**config.mk**
```make
export PLATFORM = sky130hd
export DESIGN_NAME = trap_entry_seq
export DESIGN_NICKNAME = d
export VERILOG_FILES = /design/src/rtl/trap_seq_pkg.sv /design/src/rtl/trap_win_adj.sv /design/src/rtl/trap_vec_gen.sv /design/src/rtl/trap_stack.sv /design/src/rtl/trap_entry_seq.sv
export SDC_FILE = /design/constraint.sdc
export NUM_CORES = 2
export LEC_CHECK = 0
export ABC_AREA = 1
export CORE_UTILIZATION = 35
export DETAILED_ROUTE_END_ITERATION = 8
export SLEW_MARGIN = 10
export SYNTH_ARGS = -nofsm -noshare
export SYNTH_HDL_FRONTEND = slang
export SYNTH_HIERARCHICAL = 1
export SYNTH_SLANG_ARGS = --single-unit
```
**constraint.sdc**
```tcl
create_clock -name clk -period 3.26 [get_ports clk]
set_input_delay 0.815 -clock clk [delete_from_list [all_inputs] [get_ports clk]]
set_output_delay 0.815 -clock clk [all_outputs]
set_load 0.1 [all_outputs]
```
**src/rtl/trap_seq_pkg.sv**
```systemverilog
package trap_seq_pkg;

    localparam int PS_W = 12;
    localparam int TT_W = 9;

    // state word bits
    localparam logic [PS_W-1:0] M_AG   = 12'h001;
    localparam logic [PS_W-1:0] M_PRIV = 12'h004;
    localparam logic [PS_W-1:0] M_PEF  = 12'h010;
    localparam logic [PS_W-1:0] M_RED  = 12'h020;
    localparam logic [PS_W-1:0] M_MG   = 12'h400;
    localparam logic [PS_W-1:0] M_IG   = 12'h800;
    // hypervisor state word bit
    localparam int HS_PRIV = 2;

    localparam logic [TT_W-1:0] TT_IFAULT = 9'h008;
    localparam logic [TT_W-1:0] TT_CLEAN  = 9'h024;
    localparam logic [TT_W-1:0] TT_DFAULT = 9'h030;
    localparam logic [TT_W-1:0] TT_IVEC   = 9'h060;
    localparam logic [TT_W-1:0] TT_MMU_LO = 9'h064;
    localparam logic [TT_W-1:0] TT_MMU_HI = 9'h06F;
    localparam logic [TT_W-1:0] TT_SPILL  = 9'h080;
    localparam logic [TT_W-1:0] TT_FILL   = 9'h0C0;
    localparam logic [TT_W-1:0] TT_HYPER  = 9'h180;
    localparam logic [TT_W-1:0] TT_GRP    = 9'h1C0;

    typedef enum logic [1:0] {CLS_OTHER, CLS_IVEC, CLS_MMU, CLS_HYPER} trap_class_e;
    typedef enum logic [1:0] {WIN_KEEP, WIN_CLEAN, WIN_SPILL, WIN_FILL} win_op_e;

    function automatic trap_class_e trap_classify(logic [TT_W-1:0] tt, logic hv);
        if (hv && tt >= TT_HYPER) return CLS_HYPER;
        if (tt == TT_IVEC) return CLS_IVEC;
        if (tt == TT_IFAULT || tt == TT_DFAULT || (tt >= TT_MMU_LO && tt <= TT_MMU_HI))
            return CLS_MMU;
        return CLS_OTHER;
    endfunction

    function automatic win_op_e trap_win_op(logic [TT_W-1:0] tt);
        if (tt == TT_CLEAN) return WIN_CLEAN;
        if ((tt & TT_GRP) == TT_SPILL) return WIN_SPILL;
        if ((tt & TT_GRP) == TT_FILL) return WIN_FILL;
        return WIN_KEEP;
    endfunction

    // (a + plus - minus) mod n, with minus < 2n
    function automatic int unsigned win_wrap(int unsigned a, int unsigned plus,
                                             int unsigned minus, int unsigned n);
        return (a + plus + 2 * n - minus) % n;
    endfunction

endpackage

```
**src/rtl/trap_win_adj.sv**
```systemverilog
module trap_win_adj
    import trap_seq_pkg::*;
#(
    parameter int NWIN  = 8,
    parameter int CWP_W = 3
) (
    input  logic [TT_W-1:0]  tt_i,
    input  logic [CWP_W-1:0] cwp_i,
    input  logic [CWP_W-1:0] cansave_i,
    output logic [CWP_W-1:0] cwp_o
);
    always_comb begin
        unique case (trap_win_op(tt_i))
            WIN_CLEAN: cwp_o = CWP_W'(win_wrap(32'(cwp_i), 0, 2, NWIN));
            WIN_SPILL: cwp_o = CWP_W'(win_wrap(32'(cwp_i), 0, 32'(cansave_i) + 2, NWIN));
            WIN_FILL:  cwp_o = CWP_W'(win_wrap(32'(cwp_i), 1, 0, NWIN));
            default:   cwp_o = cwp_i;
        endcase
    end
endmodule

```
**src/rtl/trap_vec_gen.sv**
```systemverilog
module trap_vec_gen
    import trap_seq_pkg::*;
#(
    parameter int PC_W = 64
) (
    input  logic [TT_W-1:0] tt_i,
    input  logic [PC_W-1:0] tba_i,
    input  logic [PC_W-1:0] htba_i,
    input  logic            hyper_i,
    input  logic            upper_half_i,
    output logic [PC_W-1:0] pc_o,
    output logic [PC_W-1:0] npc_o
);
    localparam logic [PC_W-1:0] NORM_MASK = ~PC_W'(15'h7FFF);
    localparam logic [PC_W-1:0] HYP_MASK  = ~PC_W'(14'h3FFF);
    localparam logic [PC_W-1:0] HALF_BIT  = PC_W'(1) << 14;

    logic [PC_W-1:0] offset;
    assign offset = PC_W'(tt_i) << 5;

    always_comb begin
        if (hyper_i)
            pc_o = (htba_i & HYP_MASK) | offset;
        else
            pc_o = (tba_i & NORM_MASK) | (upper_half_i ? HALF_BIT : '0) | offset;
        npc_o = pc_o + PC_W'(4);
    end
endmodule

```
**src/rtl/trap_stack.sv**
```systemverilog
module trap_stack #(
    parameter int DEPTH = 6,
    parameter int LVL_W = 3,
    parameter int ENT_W = 8
) (
    input  logic             clk,
    input  logic             rst,
    input  logic             wr_en,
    input  logic [LVL_W-1:0] wr_lvl,
    input  logic [ENT_W-1:0] wr_data,
    input  logic [LVL_W-1:0] rd_lvl,
    output logic [ENT_W-1:0] rd_data
);
    // slot i holds the context pushed when entering level i+1
    logic [DEPTH-1:0][ENT_W-1:0] slots;

    always_ff @(posedge clk) begin
        if (rst) begin
            slots <= '0;
        end else if (wr_en) begin
            for (int i = 0; i < DEPTH; i++)
                if (wr_lvl == LVL_W'(i + 1)) slots[i] <= wr_data;
        end
    end

    always_comb begin
        rd_data = '0;
        for (int i = 0; i < DEPTH; i++)
            if (rd_lvl == LVL_W'(i + 1)) rd_data = slots[i];
    end
endmodule

```
**src/rtl/trap_entry_seq.sv**
```systemverilog
module trap_entry_seq
    import trap_seq_pkg::*;
#(
    parameter int MAX_TL = 6,
    parameter int NWIN   = 8,
    parameter int PC_W   = 64,
    parameter int GL_W   = 3,
    parameter int HV_EN  = 1,
    parameter int GL_EN  = 1,
    localparam int TL_W  = $clog2(MAX_TL + 1),
    localparam int CWP_W = (NWIN > 1) ? $clog2(NWIN) : 1
) (
    input  logic             clk,
    input  logic             rst,
    input  logic             req_valid,
    input  logic [TT_W-1:0]  req_tt,
    input  logic [TL_W-1:0]  cur_tl,
    input  logic [PS_W-1:0]  cur_pstate,
    input  logic [PS_W-1:0]  cur_hpstate,
    input  logic [CWP_W-1:0] cur_cwp,
    input  logic [CWP_W-1:0] cur_cansave,
    input  logic [GL_W-1:0]  cur_gl,
    input  logic [PC_W-1:0]  cur_pc,
    input  logic [PC_W-1:0]  cur_npc,
    input  logic [PC_W-1:0]  tba,
    input  logic [PC_W-1:0]  htba,
    input  logic [TL_W-1:0]  rd_lvl,
    output logic             busy,
    output logic             done,
    output logic             err_state,
    output logic [TL_W-1:0]  nxt_tl,
    output logic [PS_W-1:0]  nxt_pstate,
    output logic [PS_W-1:0]  nxt_hpstate,
    output logic [CWP_W-1:0] nxt_cwp,
    output logic [GL_W-1:0]  nxt_gl,
    output logic [PC_W-1:0]  nxt_pc,
    output logic [PC_W-1:0]  nxt_npc,
    output logic [PS_W-1:0]  rd_pstate,
    output logic [PS_W-1:0]  rd_hpstate,
    output logic [CWP_W-1:0] rd_cwp,
    output logic [PC_W-1:0]  rd_pc,
    output logic [PC_W-1:0]  rd_npc,
    output logic [TT_W-1:0]  rd_tt
);
    localparam int ENT_W = 2 * PS_W + CWP_W + 2 * PC_W + TT_W;

    logic go, fault, upd;
    assign go    = req_valid && !busy;
    assign fault = cur_tl >= TL_W'(MAX_TL);
    assign upd   = go && !fault;

    trap_class_e cls;
    assign cls = trap_classify(req_tt, HV_EN != 0);

    // level step and reduced-error saturation
    logic [TL_W-1:0] tl_n;
    logic            red_n;
    assign tl_n  = (cur_tl < TL_W'(MAX_TL)) ? cur_tl + 1'b1 : cur_tl;
    assign red_n = cur_tl >= TL_W'(MAX_TL - 1);

    // class-dependent state words
    logic [PS_W-1:0] ps_cls, ps_n, hps_n, hps_save;
    if (HV_EN != 0) begin : g_hv
        always_comb begin
            unique case (cls)
                CLS_MMU:   ps_cls = M_PEF | M_PRIV;
                CLS_OTHER: ps_cls = M_PEF | M_PRIV | M_AG;
                default:   ps_cls = cur_pstate;
            endcase
            hps_n = cur_hpstate;
            if (tl_n > TL_W'(2) || cls == CLS_MMU || cls == CLS_HYPER)
                hps_n[HS_PRIV] = 1'b1;
        end
        assign hps_save = cur_hpstate;
    end else begin : g_plain
        always_comb begin
            unique case (cls)
                CLS_IVEC: ps_cls = M_PEF | M_PRIV | M_IG;
                CLS_MMU:  ps_cls = M_PEF | M_PRIV | M_MG;
                default:  ps_cls = M_PEF | M_PRIV | M_AG;
            endcase
            hps_n = cur_hpstate;
        end
        assign hps_save = '0;
    end
    assign ps_n = ps_cls | (red_n ? M_RED : '0);

    logic [GL_W-1:0] gl_n;
    if (GL_EN != 0) begin : g_gl
        assign gl_n = cur_gl + 1'b1;
    end else begin : g_nogl
        assign gl_n = cur_gl;
    end

    logic hyper;
    assign hyper = (HV_EN != 0) && hps_n[HS_PRIV];

    logic [CWP_W-1:0] cwp_n;
    trap_win_adj #(.NWIN(NWIN), .CWP_W(CWP_W)) u_win (
        .tt_i(req_tt), .cwp_i(cur_cwp), .cansave_i(cur_cansave), .cwp_o(cwp_n)
    );

    logic [PC_W-1:0] pc_n, npc_n;
    trap_vec_gen #(.PC_W(PC_W)) u_vec (
        .tt_i(req_tt), .tba_i(tba), .htba_i(htba), .hyper_i(hyper),
        .upper_half_i(tl_n > TL_W'(1)), .pc_o(pc_n), .npc_o(npc_n)
    );

    logic [ENT_W-1:0] wr_word, rd_word;
    assign wr_word = {hps_save, cur_pstate, cur_cwp, cur_pc, cur_npc, req_tt};
    trap_stack #(.DEPTH(MAX_TL), .LVL_W(TL_W), .ENT_W(ENT_W)) u_stack (
        .clk(clk), .rst(rst), .wr_en(upd), .wr_lvl(tl_n), .wr_data(wr_word),
        .rd_lvl(rd_lvl), .rd_data(rd_word)
    );
    assign {rd_hpstate, rd_pstate, rd_cwp, rd_pc, rd_npc, rd_tt} = rd_word;

    always_ff @(posedge clk) begin
        if (rst) begin
            done        <= 1'b0;
            err_state   <= 1'b0;
            nxt_tl      <= '0;
            nxt_pstate  <= '0;
            nxt_hpstate <= '0;
            nxt_cwp     <= '0;
            nxt_gl      <= '0;
            nxt_pc      <= '0;
            nxt_npc     <= '0;
        end else begin
            done <= upd;
            if (go && fault) err_state <= 1'b1;
            if (upd) begin
                nxt_tl      <= tl_n;
                nxt_pstate  <= ps_n;
                nxt_hpstate <= hps_n;
                nxt_cwp     <= cwp_n;
                nxt_gl      <= gl_n;
                nxt_pc      <= pc_n;
                nxt_npc     <= npc_n;
            end
        end
    end
    assign busy = done;

    p_err_sticky_r1: assert property (@(posedge clk) disable iff (rst)
        err_state |=> err_state);
    p_err_noupd_r1: assert property (@(posedge clk) disable iff (rst)
        (req_valid && !busy && cur_tl >= TL_W'(MAX_TL)) |=>
            (err_state && !done && $stable(nxt_pc) && $stable(nxt_tl)));
    p_tl_step_r2: assert property (@(posedge clk) disable iff (rst)
        done |-> nxt_tl == $past(cur_tl) + 1'b1);
    p_red_top_r2: assert property (@(posedge clk) disable iff (rst)
        (done && nxt_tl == TL_W'(MAX_TL)) |-> (nxt_pstate & M_RED) != '0);
    p_pc_align_r6: assert property (@(posedge clk) disable iff (rst)
        done |-> nxt_pc[4:0] == 5'd0);
    p_npc_step_r8: assert property (@(posedge clk) disable iff (rst)
        done |-> nxt_npc == nxt_pc + PC_W'(4));
    p_done_pulse_r11: assert property (@(posedge clk) disable iff (rst)
        done |=> !done);
    p_busy_ignore_r11: assert property (@(posedge clk) disable iff (rst)
        (busy && req_valid) |=> ($stable(nxt_tl) && $stable(nxt_cwp)));
endmodule

```
; ---- After elaboration in Yosys (flattened, before gate mapping)
; Cells that the tools add are included.
[totals]
ff_bits = 1147
wordCells = 113
in_bits = 307
output_inout_bits = 328
[op_classes]
muxes = 37
n_eq_ne = 23
bitwise_logic = 4
add_sub_neg = 9
magnitude_cmp = 8
n_reduce_logical = 17
[ops]
columns = cell, n
row1 = $mux 164, 6
row2 = $or 64x14->64, 2
row3 = $add 64x3->64 const B, 1
row4 = $mux 64, 1
row5 = $or 64x64->64, 1
row6 = $mux 2, 12
row7 = $pmux 12 s2, 1
row8 = $eq 3x2->1 const B, 6
row9 = $eq 3x3->1 const B, 6
row10 = $eq 9x6->1 const B, 2
row11 = $add 3x1->3 const B, 5
row12 = $mux 15, 1
row13 = $mux 1, 13
row14 = $or 12x6->12, 1
row15 = $reduce_and 2->1, 6
row16 = $eq 9x4->1 const B, 1
row17 = $eq 9x7->1 const B, 1
row18 = $ge 9x7->1 const B, 1
row19 = $ge 9x9->1 const B, 1
row20 = $le 9x7->1 const B, 1
row21 = $pmux 3 s3, 1
row22 = $eq 2x2->1 const B, 4
row23 = $eq 3x1->1 const B, 2
row24 = $ge 3x3->1 const B, 2
row25 = 13 further kinds, 20

; ---- Longest topological paths before layout
[logic_depth]
ltp_word = 15
depth_mapped = 16
depth_no_buf = 12

; ---- Hierarchy
; Netlist, hierarchy kept.
[modules_own_cells]
columns = mod, n_inst, cells_each, area_per_inst_um2, seq_area_each_um2
row1 = trap_stack, 1, 5982, 41868.9, 19698.9
row2 = trap_entry_seq, 1, 766, 5984.5, 3263.1
row3 = trap_vec_gen, 1, 242, 1270.0, 0.0
row4 = trap_win_adj, 1, 53, 291.5, 0.0

; ---- Least setup slack after synthesis
; No wires, ideal clock.
[synth_path]
path_type = input -> output
from = input rd_lvl[1]
to = output rd_pc[23]
t_required_ns = 2.445
arrival_ns = 2.547
cell_stages = 9
path_slack_ns = -0.102
n_path_buf = 4
cell_sequence = buf_2 inv_1 buf_4 buf_4 buf_2 nand4_1 nand2_1 nor2_1 nand4_1
[synth_between]
elab_chain_len = 7
word_cells_on_any_way = 12
cone_classes = eq/ne (6) / mux (6)
[synth_lines]
columns = element, line_no
row1 = "start, declared", trap_entry_seq.sv:27  ; input logic [TL_W-1:0] rd_lvl,
row2 = $eq 3x1->1, trap_stack.sv:29  ; if (rd_lvl == LVL_W'(i + 1)) rd_data = slots[i];
row3 = $mux 164 (5 in a row), trap_stack.sv:29
row4 = $mux 164 *, trap_stack.sv:29
row5 = "end, declared", trap_entry_seq.sv:41  ; output logic [PC_W-1:0] rd_pc,
; Mark *: on every way between the ends. The rest lies on a longest branch, timed or not.

; ---- Worst setup path in the final report
[layout_path]
from = input rd_lvl[0]
to = output rd_npc[18]
[layout_between]
elab_chain_len = 7
word_cells_on_any_way = 12
cone_classes = eq/ne (6) / mux (6)
[layout_lines]
columns = element, line_no
row1 = $eq 3x1->1, trap_stack.sv:29
row2 = $mux 164 (5 in a row), trap_stack.sv:29
row3 = $mux 164 *, trap_stack.sv:29
row4 = "end, declared", trap_entry_seq.sv:42  ; output logic [PC_W-1:0] rd_npc,
; Marks and branches as above.

==> impl_metrics.json <==
{
  "worstSetupPathType": "in -> out",
  "synth_cell_types": 32,
  "antenna_found_initial": 12,
  "dp_hpwl_mm": 116,
  "dr.pass1.iters": 6,
  "synthAdderAreaFrac_pct": 0.203,
  "die_height_um": 378,
  "track_usage_pct": 25.3,
  "die-area_sq_um": 143000,
  "final-setup-viol-count": 0,
  "syn2layout_area_growth_pct": 31.0,
  "port_buffers": 605,
  "grt_max_degree": 142,
  "cp_num_buf_inv": 6,
  "io_pins": 635,
  "clkLatencyLatePin_ns": 0.78,
  "cts_hold_buf": 0,
  "yosys.area_share.simple_pct": 31.2,
  "first_iter_violations": 4416,
  "drt-vias-per-instance": 5.31,
  "tightest_slew_ns": 1.15,
  "synth_top_family_by_area": "simple AND/OR/NAND/NOR gates",
  "drc_errors": 0,
  "leakage_uw": 0.0257,
  "hold_path.class": "in -> reg",
  "fin_crit_sh_pct": 97.4,
  "cts.sinks": 1147,
  "initial_core_util_pct": 35.3,
  "finalHoldViolCount": 0,
  "yosysWarningCount": 6,
  "setup-tns-final_ns": 0,
  "first_global_vias": 47200,
  "yosysSeqAreaShare_pct": 46.5,
  "ys_ff_latch": 1147,
  "wl_mm": 186,
  "wl_met3_mm": 14.5,
  "drtAntennaViolNets": 0,
  "fin_hold_ws_ns": 0.415,
  "drv_cap": 0,
  "drv_slew": 0,
  "grt_overflow_total": 0,
  "status": "completed",
  "finalNetCount": 7755,
  "core.rowCount": 137,
  "fin_crit_ns": 3.18,
  "clkTransAtPathRegs_ns": 0.06,
  "cp-start-kind": "input port",
  "synth_edf_count": 0,
  "cpPeakStageDelay_ns": 0.23,
  "cts_root_buf": "clkbuf_16",
  "nFillCells": 13900,
  "clock_skew_ns": 0.0327,
  "crit_start": "rd_lvl[0]",
  "drt-met1-wl_mm": 78.8,
  "async_flop_share_pct": 0,
  "wire_per_inst_um": 19.7,
  "syn_inst": 7043,
  "rsz0062_at_grt": "false",
  "relSlewSlack_pct": 23.2,
  "die_x_um": 378,
  "routed-wl-met2_mm": 86.3,
  "timing.rr.start": "busy$_SDFF_PP0_",
  "clk_path_buf_depth": 3,
  "grt_pass1_wl_mm": 283,
  "crit_path_end_kind": "primary output",
  "max_freq_mhz": 315,
  "synth_area_sq_um": 49400,
  "layout_setup_ws_ns": 0.0849,
  "htreeDepth": 4,
  "avgSynthCellArea_sq_um": 7.02,
  "place_ws_ns": -0.299,
  "p_per_area_nw_per_um2": 554,
  "cp_top_family": "buffers and inverters",
  "crit_path_max_fanout": 10,
  "synth_flop_cell": "dfxtp_1",
  "crit_required_ns": 2.44,
  "hold_start": "rst",
  "muxShareOfSynthArea_pct": 0,
  "drive_gt1_share_pct": 12.2,
  "coreArea_sq_um": 140000,
  "vdd_ir_drop_max_uv": 365,
  "synth_compound_area_share_pct": 13.5,
  "cts_buffers": 132,
  "crit_chain": "buf_6, inv_6, nor2_4, buf_12, nand2_8, buf_12, buf_4, nor2_1, nor2_1, nand4_1, buf_12",
  "routed.top_layer": "met5",
  "crit_arrival_ns": 2.36,
  "synthXorXnorAreaFrac_pct": 0.142,
  "slowest_stage": "nand4_1",
  "cp_common_cell": "buf_12",
  "cts_tree": "done",
  "gp_congestion": 0.852,
  "vias": 50100
}
[area by class of cell]
| type | instances | area (sq um) | area share [%] |
|---|---|---|---|
| Tap cell | 1876 | 2350 | 3.63 |
| Multi-Input combinational cell | 5010 | 22500 | 34.7 |
| Timing Repair Buffer | 940 | 11600 | 17.9 |
| Clock inverter | 40 | 512 | 0.790 |
| Antenna cell | 9 | 22.5 | 0.0348 |
| Clock buffer | 198 | 4000 | 6.18 |
| Inverter | 209 | 845 | 1.30 |
| Sequential cell | 1147 | 23000 | 35.5 |
[worst paths after layout]
check                                                  endpoint  slack (ns)  depth (start not counted)
worst max register to register   u_stack/slots[41]$_SDFFE_PP0P_        1.20                         10
worst min-delay path            u_stack/slots[982]$_SDFFE_PP0P_        0.42                          2
worst min register to register  u_stack/slots[457]$_SDFFE_PP0P_        0.45                          2
worst max-delay path                                 rd_npc[18]        0.08                         11
[what timing repair did]
item                                    in CTS  in global routing
endpoints found under the setup margin     164                 23
pin swaps                                   13                 15
gates cloned                                 4                  0
buffers inserted                            10                  7
resized for setup                           30                 19
[cells in the final DEF (no fill, tap or decap), drive strengths merged, types with 3 or more instances in the layout]
cell type      netlist  routed
clkinvlp             0       3
inv                209     217
nand3              339     339
conb                 2      10
clkinv               0      20
nand4              493     493
clkdlybuf4s50        0     273
nor3                 3       3
dfxtp             1147    1147
o21ai              816     816
ha                   8       8
xor2                 3       3
a21oi              510     510
nor2              1629    1629
clkbuf             288     199
nand2             1185    1186
diode                0       9
bufinv               0       9
xnor2                5       5
buf                398     666
[synth_stat cells (25+ instances only)]
master       n  share of area (%)
o21ai_1     25               0.25
o21ai_0    791                8.0
dfxtp_1   1147                 46
buf_2      258                2.6
nand3_1    339                3.4
nor2_1    1624                 12
buf_4       87                1.3
nand4_1    493                6.2
a21oi_1    510                5.2
nand2_1   1182                9.0
inv_1      205                1.6
clkbuf_1   285                2.2
buf_1       30               0.23
[metrics by stage]
| stage | util [%] | instance area, sq um | std cells | total power, uW |
|---|---|---|---|---|
| 3_5_place_dp | 42.8 | 59800 | 9162 | 20600 |
| 4_1_cts | 46.2 | 64600 | 9414 | 36200 |
| 6_report | 46.3 | 64700 | 9429 | 35900 |
| 5_1_grt | 46.3 | 64700 | 9428 | 37100 |
| 2_1_floorplan | - | 49500 | 7051 | 18500 |
| 3_3_place_gp | 42.8 | 59800 | 9162 | 20600 |
[logic make-up (layout without fill, tap and decap cells)]
family / count (synthesis) / count (layout)
buffers and inverters: 895 / 1387
other: 2 / 19
XOR/XNOR: 8 / 8
adder cells (fa/ha/maj): 8 / 8
AO/OA/AOI/OAI: 1332 / 1332
flip-flops: 1147 / 1147
AND/OR/NAND/NOR: 3651 / 3652
[sequential cells by signal, summed over array words and instances, names as in the netlist]
register,cells
nxt_hpstate,12
err_state,1
nxt_npc,64
nxt_gl,3
nxt_pstate,12
nxt_cwp,3
u_stack/slots,984
nxt_tl,3
busy,1
nxt_pc,64
[layer usage]
metal  GRT usage, %  vias up
met5              0        -
met4           9.63        8
met3           5.04      321
met2           40.7     2015
met1           33.2    23800
li1               -    24000
[report_power, final]
group | switching (uW) | leakage [uW] | internal (uW)
Clock | 6220 | 0.00222 | 9220
Combinational | 4040 | 0.0141 | 1590
Sequential | 247 | 0.00931 | 14600
Power figures use the tool's default switching activity.
